--- src/rtl/cmdline_pkg.sv ---
package cmdline_pkg;
    typedef enum logic [2:0] {
        RX_IDLE,
        RX_START,
        RX_DATA,
        RX_STOP,
        RX_BREAK
    } rx_state_e;
endpackage

--- src/rtl/cmdline_sync.sv ---
module cmdline_sync #(
    parameter int STAGES = 2
) (
    input  logic clk,
    input  logic rst_n,
    input  logic din,
    output logic dout
);
    typedef struct packed {
        logic [STAGES-1:0] sh;
    } sync_t;

    sync_t r_q, r_d;

    always_comb begin
        r_d    = r_q;
        r_d.sh = {r_q.sh[STAGES-2:0], din};
    end

    always_ff @(posedge clk or negedge rst_n) begin
        if (!rst_n) r_q <= '1;
        else        r_q <= r_d;
    end

    assign dout = r_q.sh[STAGES-1];
endmodule

--- src/rtl/cmdline_frame.sv ---
module cmdline_frame
    import cmdline_pkg::*;
#(
    parameter int OVS   = 8,
    parameter int DBITS = 8
) (
    input  logic             clk,
    input  logic             rst_n,
    input  logic             tick,
    input  logic             rx,
    output logic             byte_vld,
    output logic [DBITS-1:0] byte_data,
    output logic             frame_err
);
    localparam int CW = $clog2(OVS);
    localparam int BW = $clog2(DBITS);
    localparam logic [CW-1:0] LAST_TICK = CW'(OVS - 1);
    localparam logic [CW-1:0] MID_TICK  = CW'(OVS / 2 - 1);
    localparam logic [BW-1:0] LAST_BIT  = BW'(DBITS - 1);

    typedef struct packed {
        rx_state_e        state;
        logic [CW-1:0]    cnt;
        logic [BW-1:0]    bitn;
        logic [DBITS-1:0] shreg;
        logic             vld;
        logic             ferr;
    } frm_t;

    frm_t r_q, r_d;

    always_comb begin
        r_d      = r_q;
        r_d.vld  = 1'b0;
        r_d.ferr = 1'b0;
        if (tick) begin
            unique case (r_q.state)
                RX_IDLE: begin
                    if (!rx) begin
                        r_d.state = RX_START;
                        r_d.cnt   = CW'(1);
                    end
                end
                RX_START: begin
                    if (r_q.cnt == MID_TICK) begin
                        r_d.cnt  = '0;
                        r_d.bitn = '0;
                        r_d.state = rx ? RX_IDLE : RX_DATA;
                    end else begin
                        r_d.cnt = r_q.cnt + 1'b1;
                    end
                end
                RX_DATA: begin
                    if (r_q.cnt == LAST_TICK) begin
                        r_d.cnt   = '0;
                        r_d.shreg = {rx, r_q.shreg[DBITS-1:1]};
                        if (r_q.bitn == LAST_BIT) r_d.state = RX_STOP;
                        else                      r_d.bitn  = r_q.bitn + 1'b1;
                    end else begin
                        r_d.cnt = r_q.cnt + 1'b1;
                    end
                end
                RX_STOP: begin
                    if (r_q.cnt == LAST_TICK) begin
                        r_d.cnt = '0;
                        if (rx) begin
                            r_d.vld   = 1'b1;
                            r_d.state = RX_IDLE;
                        end else begin
                            r_d.ferr  = 1'b1;
                            r_d.state = RX_BREAK;
                        end
                    end else begin
                        r_d.cnt = r_q.cnt + 1'b1;
                    end
                end
                RX_BREAK: begin
                    if (rx) r_d.state = RX_IDLE;
                end
                default: r_d.state = RX_IDLE;
            endcase
        end
    end

    always_ff @(posedge clk or negedge rst_n) begin
        if (!rst_n) r_q <= '{state: RX_IDLE, default: '0};
        else        r_q <= r_d;
    end

    assign byte_vld  = r_q.vld;
    assign byte_data = r_q.shreg;
    assign frame_err = r_q.ferr;
endmodule

--- src/rtl/cmdline_buf.sv ---
module cmdline_buf #(
    parameter int         DEPTH = 32,
    parameter logic [7:0] TERM  = 8'd13,
    parameter logic [7:0] MINP  = 8'd32,
    localparam int        LW    = $clog2(DEPTH + 1)
) (
    input  logic          clk,
    input  logic          rst_n,
    input  logic          clear,
    input  logic          in_vld,
    input  logic [7:0]    in_data,
    input  logic [LW-1:0] rd_idx,
    output logic [7:0]    rd_data,
    output logic [LW-1:0] len,
    output logic          ready,
    output logic          ovf
);
    localparam logic [LW-1:0] FULL = LW'(DEPTH);

    typedef struct packed {
        logic [DEPTH:0][7:0] mem;
        logic [LW-1:0]       len;
        logic                ready;
        logic                ovf;
    } line_t;

    line_t r_q, r_d;

    always_comb begin
        r_d = r_q;
        if (clear) begin
            r_d.mem   = '0;
            r_d.len   = '0;
            r_d.ready = 1'b0;
            r_d.ovf   = 1'b0;
        end else if (in_vld && !r_q.ready) begin
            if (in_data == TERM) begin
                r_d.ready = 1'b1;
            end else if (in_data >= MINP) begin
                if (r_q.len == FULL) begin
                    r_d.ovf = 1'b1;
                end else begin
                    r_d.mem[r_q.len]        = in_data;
                    r_d.mem[r_q.len + 1'b1] = 8'h00;
                    r_d.len                 = r_q.len + 1'b1;
                end
            end
        end
    end

    always_ff @(posedge clk or negedge rst_n) begin
        if (!rst_n) r_q <= '0;
        else        r_q <= r_d;
    end

    assign rd_data = (rd_idx <= FULL) ? r_q.mem[rd_idx] : 8'h00;
    assign len     = r_q.len;
    assign ready   = r_q.ready;
    assign ovf     = r_q.ovf;
endmodule

--- src/rtl/cmdline_rx.sv ---
module cmdline_rx #(
    parameter int         OVS         = 8,
    parameter int         DEPTH       = 32,
    parameter int         SYNC_STAGES = 2,
    parameter logic [7:0] TERM_CODE   = 8'd13,
    parameter logic [7:0] MIN_PRINT   = 8'd32,
    localparam int        LW          = $clog2(DEPTH + 1)
) (
    input  logic          clk,
    input  logic          rst_n,
    input  logic          tick,
    input  logic          rxd,
    input  logic          clear,
    input  logic [LW-1:0] rd_idx,
    output logic [7:0]    rd_data,
    output logic          cmd_ready,
    output logic [LW-1:0] cmd_len,
    output logic          overflow,
    output logic          frame_err
);
    logic       rx_sync;
    logic       byte_vld;
    logic [7:0] byte_data;

    cmdline_sync #(.STAGES(SYNC_STAGES)) u_sync (
        .clk  (clk),
        .rst_n(rst_n),
        .din  (rxd),
        .dout (rx_sync)
    );

    cmdline_frame #(.OVS(OVS), .DBITS(8)) u_frame (
        .clk      (clk),
        .rst_n    (rst_n),
        .tick     (tick),
        .rx       (rx_sync),
        .byte_vld (byte_vld),
        .byte_data(byte_data),
        .frame_err(frame_err)
    );

    cmdline_buf #(.DEPTH(DEPTH), .TERM(TERM_CODE), .MINP(MIN_PRINT)) u_buf (
        .clk    (clk),
        .rst_n  (rst_n),
        .clear  (clear),
        .in_vld (byte_vld),
        .in_data(byte_data),
        .rd_idx (rd_idx),
        .rd_data(rd_data),
        .len    (cmd_len),
        .ready  (cmd_ready),
        .ovf    (overflow)
    );
endmodule

--- config.mk ---
export PLATFORM = sky130hd
export DESIGN_NAME = cmdline_rx
export DESIGN_NICKNAME = d
export VERILOG_FILES = /design/src/rtl/cmdline_pkg.sv /design/src/rtl/cmdline_sync.sv /design/src/rtl/cmdline_frame.sv /design/src/rtl/cmdline_buf.sv /design/src/rtl/cmdline_rx.sv
export SDC_FILE = /design/constraint.sdc
export NUM_CORES = 1
export LEC_CHECK = 0
export BUFFER_PORTS_ARGS = -buffer_cell sky130_fd_sc_hd__buf_2
export CORE_MARGIN = 4
export CORE_UTILIZATION = 58
export CTS_CLUSTER_DIAMETER = 50
export CTS_CLUSTER_SIZE = 25
export DETAILED_ROUTE_END_ITERATION = 8
export PLACE_DENSITY = 0.77
export SETUP_SLACK_MARGIN = 0.5
export SYNTH_ARGS = -nofsm -noshare
export SYNTH_HDL_FRONTEND = slang
export SYNTH_SLANG_ARGS = --single-unit
--- constraint.sdc ---
create_clock -name clk -period 7.25 [get_ports clk]
set_clock_uncertainty 0.15 [all_clocks]
set_input_delay 1.0875 -clock clk [delete_from_list [all_inputs] [get_ports clk]]
set_output_delay 1.0875 -clock clk [all_outputs]
set_load 0.1 [all_outputs]
; ---- Word level (Yosys, flattened, before mapping)
; Cells that the tools add are included.
[totals]
regBits = 293
input_bits = 11
output_inout_bits = 17
[classes]
n_addsub = 3
magnitude_cmp = 7
eq_ne = 18
mux = 38
n_bitwise = 2
n_reduce_logical = 19
[ops]
columns = op, n
row1 = $mux 270, 3
row2 = $mux 272, 2
row3 = $and 264x264->264, 1
row4 = $bwmux 264, 1
row5 = $not 264->264, 1
row6 = $demux 8 s6, 2
row7 = $bmux 8 s6, 1
row8 = $mux 8, 4
row9 = $mux 3, 10
row10 = $lt 6x7->1 const B, 3
row11 = $pmux 3 s5, 1
row12 = $ge 6x1->1 const B, 2
row13 = $mux 11, 1
row14 = $ne 2x2->1 const B, 5
row15 = $reduce_bool 2->1, 5
row16 = $eq 3x2->1 const B, 3
row17 = $eq 3x3->1 const B, 3
row18 = $pmux 3 s3, 1
row19 = $eq 8x4->1 const B, 1
row20 = $ge 8x6->1 const B, 1
row21 = $mux 2, 4
row22 = $ne 2x1->1 const B, 4
row23 = $reduce_and 4->1, 2
row24 = $reduce_and 7->1, 1
row25 = 16 further kinds, 25

; ---- Longest topological paths before layout
; Gate-level depths: netlist of the first run.
[depth]
ltp_word = 12
mapped_depth = 11

; ---- By module
; Synthesis of the first run repeated with hierarchy kept, for this count alone.
[hier_totals]
hier_cells = 1760
hier_area_um2 = 17750.8
[by_module_without_submodules]
columns = mod, n_inst, cells_per_inst, area_per_inst_um2
row1 = cmdline_buf, 1, 1669, 16620.9
row2 = cmdline_frame, 1, 89, 1077.3
row3 = cmdline_sync, 1, 2, 52.6

; ---- Worst setup path before layout of the first run
; Ideal clock, no wire load.
[synth_path]
path_kind = in2out
from = input port rd_idx[1]
to = output port rd_data[3]
t_arrival_ns = 3.910
slack_ns = 2.102
cell_stages = 7
cell_sequence = buf_6 buf_6 or3_1 clkbuf_1 nor4b_4 a221oi_1 a21oi_1
[synth_between]
elab_chain_cells = 3
word_cells_on_any_way = 4
cone_classes = 1 x order compare / 3 x mux
[synth_lines]
columns = element, line_no
row1 = "start, declared", cmdline_rx.sv:14  ; input logic [LW-1:0] rd_idx,
row2 = $bmux 8 s6, cmdline_buf.sv:56  ; assign rd_data = (rd_idx <= FULL) ? r_q.mem[rd_idx] : 8'h00;
row3 = $mux 8 (implied by the code), cmdline_buf.sv:56
row4 = $mux 8 (*), cmdline_buf.sv:56
row5 = "end, declared", cmdline_rx.sv:15  ; output logic [7:0] rd_data,
; Every way passes the cells marked *; elsewhere a longest branch is shown, timed or not. The select of a mux whose other input is x is not followed.

; ---- Worst setup path after layout of the first run
[layout_path]
from = input port rd_idx[1]
to = output port rd_data[6]
; Same word-level chain as after synthesis.

==> summary.md, run 1 <==
| Metric | Value |
|---|---|
| Layout cell share with drive strength beyond 1 | `18.8%` |
| Via-per-instance ratio | `6.56` |
| Initial core utilization | `59.4%` |
| Maxcap violations | `0` |
| Lkg Pwr | `7.91 nW` |
| Headroom to the max-slew limit | `21.0%` |
| Buffers plus inverters on the worst setup path | `3` |
| DRT Pass-1 Iters | `5` |
| Initial detailed-routing violation count | `1019` |
| Final #Nets | `1284` |
| Most frequent cells in the layout | `dfrtp_1, nor2_1, mux2i_1` |
| Element type at the critical path end | `primary output` |
| Slowest cell on crit path | `buf_2` |
| Count of flip-flops with a built-in enable after synthesis | `0` |
| DRC violations left | `0` |
| Placed Cells | `1568` |
| Placed Instance Area | `15700 um2` |
| Crit-path max FO | `29` |
| Via count | `10600` |
| CTS Buf Count | `30` |
| Status | `complete, no violations` |
| Fin. max-slew vios | `0` |
| Tmin final | `5.27 ns` |
| # IOs | `28` |
| Post-layout util | `64.0%` |
| ANT nets after route | `0` |
| Post_cts resized | `0` |
| Clock Latency Late Sink | `0.56 ns` |
| Global route total overflow | `0` |
| Die area | `29500 um2` |
| Clock Path Buffers | `3` |
| Setup CP Type | `in2out` |
| Cell area after synthesis | `15600 um2` |
| Pwr dens | `213 nW/um2` |
| Vias in the first global route | `10700` |
| Area growth, synth to finish | `7.77%` |
| Die Wd | `172 um` |
| Tot Pwr | `0.00357 W` |
| Yosys warns | `0` |
| R2r setup slk | `3.54 ns` |
| Critical Path AT | `4.03 ns` |
| Largest net degree at the start of global routing | `190` |
| Most common cell after layout, fill and taps aside | `dfrtp_1` |
| Worst-Margin Slew | `1.18 ns` |
| Initial antenna violation count | `2` |
| Critical-path cell list | `buf_2 -> buf_4 -> mux4_2 -> nor2b_1 -> a211oi_1 -> a21oi_1 -> a221o_1 -> buf_2` |
| Final wirelength | `39300 um` |
| Req. time, crit path | `6.01 ns` |
| Clock Sinks | `293` |
| DIE HEIGHT | `172 um` |
| Post-synthesis average cell area | `12.0 um2` |
| Flops & latches, synth | `293` |
| RSZ-0062 raised after global routing | `no` |
| GRT Util Overall | `27.3%` |
| Diode count | `0` |
| Setup TNS | `0 ns` |
| Detailed Place HPWL | `26300 um` |
| Core area | `26200 um2` |
| Endpoints failing hold | `0` |
| CTS tree | `built` |
| Post-synth cell types | `74` |
| Ys flop type | `dfrtp_1` |
| Setup-failing EPs final | `0` |
| WL/cell | `24.2 um` |
| Synthesized net count | `1311` |
| Critical Path Max Stage Delay | `0.67 ns` |
| Crit-path leading delay family | `buffers and inverters` |
| First-pass GRT wire length | `63300 um` |
| Buffers on Ports | `27` |
| Clock-pin slew on the worst setup and hold paths | `0.06 ns` |
| CTS hold repair buffers | `0` |
| Worst hold path class | `reg2reg` |
| H-tree depth | `1` |
| Critical path startpoint category | `input pin` |
| Finished Layout Cells | `1622` |
| Peak Freq | `0.190 GHz` |
| Final instance area | `16800 um2` |
| Setup Buffers After CTS | `0` |
| Post-synthesis sequential area ratio | `47.1%` |
| Number of placement rows | `59` |
| Synthesized instance count | `1292` |
| Final period util | `72.7%` |
| Asr flop ratio synth | `100%` |
| Maximum VDD drop | `174 uV` |
| GP Congestion | `0.938` |
| Worst path most repeated cell | `buf_2` |
| Clock Tree Root | `clkbuf_16` |
[cell usage after synthesis (4+ instances only)]
cell	n	area (um2)
dfrtp_1	291	7280
nor2_1	281	1050
mux2i_1	267	2670
mux4_2	67	1510
clkbuf_1	41	154
nand3_1	34	170
buf_2	30	150
buf_4	21	158
o31ai_4	20	425
a21oi_1	19	95.1
mux2_2	16	180
nand2_1	14	52.6
o21ai_0	14	70.1
nor3_4	12	195
nor2b_1	9	56.3
nor3_1	9	45.0
ha_1	8	100
inv_1	8	30.0
o22ai_1	8	50.1
a22o_1	6	52.6
a41o_1	6	60.1
buf_1	6	22.5
nand3b_1	6	45.0
a211oi_1	5	37.5
a31oi_1	5	31.3
buf_6	5	56.3
nand2b_1	5	31.3
or3_1	5	31.3
xnor2_1	5	43.8
and3_1	4	25.0
nor3b_1	4	30.0
xor2_1	4	35.0
[path summary, 6_finish.rpt]
| check | from | endpoint | cells past startpoint |
|---|---|---|---|
| max | rd_idx[1] | rd_data[6] | 8 |
| min | u_sync.r_q[0] | u_sync.r_q[1] | 0 |
| max reg2reg | u_buf.len[0] | u_buf.r_q[152] | 7 |
| min reg2reg | u_sync.r_q[0] | u_sync.r_q[1] | 0 |
| max in group asynchronous | rst_n | u_buf.r_q[206] | 2 |
| min in group asynchronous | rst_n | u_buf.r_q[95] | 1 |
[through the flow]
| step | setup slack, ns | hold slack [ns] |
|---|---|---|
| after global placement | 2.05 | 0.196 |
| after detailed placement | 1.97 | 0.198 |
| after global routing | 1.80 | 0.215 |
| final | 1.98 | 0.206 |
| after floorplan | 2.10 | 0.195 |
| after CTS | 1.96 | 0.208 |
[routing by layer]
layer / track usage (%) / wire, um
met2: 42.7 / 18300
met1: 39.4 / 16700
met4: 8.10 / 1240
met3: 5.47 / 2960
met5: 0 / 27
[layout make-up]
cell class                 instances  area, um2
fill                            1974       9430
multi-input combinational        886       7650
sequential                       293       7330
clock buffer                      34        796
tap                              335        419
timing repair buffer              46        303
clock inverter                    20        243
inverter                           8       30.0
[sequential cells by signal (all words and copies together), names as in the netlist]
name	cells
u_frame.frame_err	1
u_buf.ready	1
u_frame.byte_data	8
u_buf.r_q	264
u_frame.r_q	9
u_sync.r_q	2
u_buf.ovf	1
u_frame.byte_vld	1
u_buf.len	6
[logic make-up (layout without fill, tap and decap cells)]
| logic type | count (synthesis) | count (layout) | share of synthesized area [%] |
|---|---|---|---|
| AND/OR/NAND/NOR | 403 | 403 | 12.3 |
| buffers and inverters | 113 | 108 | 3.73 |
| adder cells (fa/ha/maj) | 8 | 8 | 0.643 |
| flip-flops | 293 | 293 | 47.1 |
| multiplexers | 350 | 350 | 28.0 |
| XOR/XNOR | 9 | 9 | 0.506 |
| AO/OA/AOI/OAI | 116 | 116 | 7.69 |
[report_power, final]
group | switching [W] | internal, W
Sequential | 0.0000284 | 0.00165
Combinational | 0.000191 | 0.0000849
Clock | 0.000703 | 0.000914
Total | 0.000923 | 0.00265
(Power assumes the default switching activity.)
==> run 2: changes to the inputs <==
Settings changed: ABC_AREA set to 1.
Clock period 7.25 ns to 4.95 ns, I/O delays scaled along.
==> summary.md, run 2 <==
| Metric | Value |
|---|---|
| Status | `complete, no violations` |
| Post-synthesis sequential area ratio | `43.7%` |
| Via-per-instance ratio | `5.82` |
| DRT Pass-1 Iters | `6` |
| Setup Buffers After CTS | `0` |
| Post-layout util | `63.3%` |
| Diode count | `0` |
| Most common cell after layout, fill and taps aside | `nand2_1` |
| Layout cell share with drive strength beyond 1 | `7.86%` |
| GRT Util Overall | `32.6%` |
| Cell area after synthesis | `16800 um2` |
| Vias in the first global route | `14500` |
| Setup-failing EPs final | `0` |
| Element type at the critical path end | `primary output` |
| Die area | `31700 um2` |
| Critical Path AT | `3.07 ns` |
| Detailed Place HPWL | `32600 um` |
| Endpoints failing hold | `0` |
| Min Hold Slack | `0.158 ns` |
| Synthesized instance count | `2385` |
| Most frequent cells in the layout | `nand2_1, inv_1, dfrtp_1` |
| Crit-path max FO | `63` |
| Peak Freq | `0.252 GHz` |
| Count of flip-flops with a built-in enable after synthesis | `0` |
| Final wirelength | `52000 um` |
| Finished Layout Cells | `2726` |
| Asr flop ratio synth | `100%` |
| Tmin final | `3.96 ns` |
| Fin. max-slew vios | `0` |
| Setup TNS | `0 ns` |
| Post-synthesis average cell area | `7.04 um2` |
| Top cells by count, synth | `nand2_1, inv_1, dfrtp_1` |
| ANT nets after route | `0` |
| Worst-Margin Slew | `1.05 ns` |
| CTS tree | `built` |
| Initial antenna violation count | `0` |
| Placed Cells | `2662` |
| DRC violations left | `0` |
| Post_cts resized | `0` |
| Ys flop type | `dfrtp_1` |
| Lkg Pwr | `9.37 nW` |
| Critical path startpoint category | `input pin` |
| Clock Tree Root | `clkbuf_16` |
| Clock Sinks | `293` |
| Pwr dens | `403 nW/um2` |
| Global route total overflow | `0` |
| Setup CP Type | `in2out` |
| Post-synth cell types | `39` |
| Cell taking the most area after synthesis | `dfrtp_1` |
| DIE HEIGHT | `178 um` |
| CTS Buf Count | `36` |
| Area growth, synth to finish | `7.96%` |
| Final #Nets | `2335` |
| Clock Latency Late Sink | `0.53 ns` |
| # IOs | `28` |
| Initial core utilization | `58.6%` |
| Most numerous cell in the Yosys netlist | `nand2_1` |
| Maximum VDD drop | `518 uV` |
| Via count | `15900` |
| Maxcap violations | `0` |
| Final period util | `80.1%` |
| Worst hold path class | `in2async` |
| Number of placement rows | `62` |
| H-tree depth | `2` |
| Die Wd | `178 um` |
| Req. time, crit path | `4.06 ns` |
| Headroom to the max-slew limit | `30.2%` |
| Clock Path Buffers | `3` |
| Buffers on Ports | `27` |
| Top cells by area, synth | `dfrtp_1, nand2_1, o21ai_0` |
| RSZ-0062 raised after global routing | `no` |
| Top-area cell type share of the netlist area | `43.4%` |
| Largest net degree at the start of global routing | `129` |
| Initial detailed-routing violation count | `2278` |
| WL/cell | `19.1 um` |
| Max FFs per register | `264` |
| First-pass GRT wire length | `81800 um` |
| Core area | `28600 um2` |
| Synthesized net count | `2404` |
| Yosys warns | `0` |
| GP Congestion | `0.969` |
| Largest Register | `u_buf.r_q` |
| CTS hold repair buffers | `0` |
| Clock-pin slew on the worst setup and hold paths | `0.06 ns` |
| Flops & latches, synth | `293` |
## run 2: cell count changes in the layout (fill, tap and decap cells not counted), sizes merged, moves of 196 or more
cell,previous run,this run
nand3,36,242
nand2,14,715
mux2i,267,0
o21ai,19,278
inv,15,321
a21oi,19,215
## run 2: power breakdown
part | leakage, nW | total [W] | switching (W) | internal, W
registers | 4.04 | 0.00279 | 0.000186 | 0.00260
logic | 4.71 | 0.00167 | 0.00128 | 0.000398
clock network | 0.618 | 0.00283 | 0.00111 | 0.00171
total | 9.37 | 0.00729 | 0.00258 | 0.00472
## run 2: logic make-up (layout without fill, tap and decap cells)
group / Yosys count / count (layout) / synth area share (%)
AND/OR/NAND/NOR: 1106 / 1106 / 28.2
AO/OA/AOI/OAI: 504 / 504 / 15.6
buffers and inverters: 472 / 429 / 11.8
flip-flops: 293 / 293 / 43.7
adder cells (fa/ha/maj): 8 / 8 / 0.597
XOR/XNOR: 2 / 2 / 0.149
## run 2: area by class of cell
class / count / area (um2)
fillers: 2578 / 10500
repair buffers: 51 / 378
multi-input cells: 1620 / 7460
inverters: 314 / 1180
clock inverters: 22 / 293
clock buffers: 42 / 985
flip-flops and latches: 293 / 7330
well taps: 384 / 480
## run 2: path summary, 6_finish.rpt
path                                      startpoint              to  slack (ns)  cells past startpoint
worst min register to register         u_sync.r_q[0]   u_sync.r_q[1]        0.21                      0
worst min-delay path                           rst_n  u_buf.r_q[105]        0.16                      1
max in group asynchronous                      rst_n  u_buf.r_q[213]        3.35                      2
worst max register to register  u_frame.byte_data[6]  u_buf.r_q[121]        1.80                      9
min in group clk                                 rxd   u_sync.r_q[0]        0.17                      1
worst max-delay path                       rd_idx[0]      rd_data[3]        0.99                     14
## run 2: worst max-delay path, cell delays in order
cell      delay, ns
buf_4          0.13
clkinv_2       0.29
buf_12         0.33
nand2_1        0.08
nand3_1        0.09
nand2_1        0.10
nand2_1        0.14
nand2_1        0.08
inv_1          0.12
nand3_1        0.10
nand2_1        0.08
nand2_1        0.08
nand2_1        0.15
buf_2          0.46
## run 2: per-layer routing
metal	GRT usage, %	vias up	wire (um)
met5	0	-	0
met4	9.54	0	1510
met3	5.02	115	4900
met2	50.8	816	23700
met1	47.7	7489	21900
li1	-	7441	-
## run 2: stage by stage
step                      setup WS, ns  total power, W  instance area [um2]
final                            0.987         0.00729                18100
after global routing             0.867         0.00760                18100
after CTS                         1.08         0.00728                18100
after detailed placement          1.08         0.00446                16800
after global placement            1.07         0.00443                16800
after floorplan                   1.59         0.00400                16800
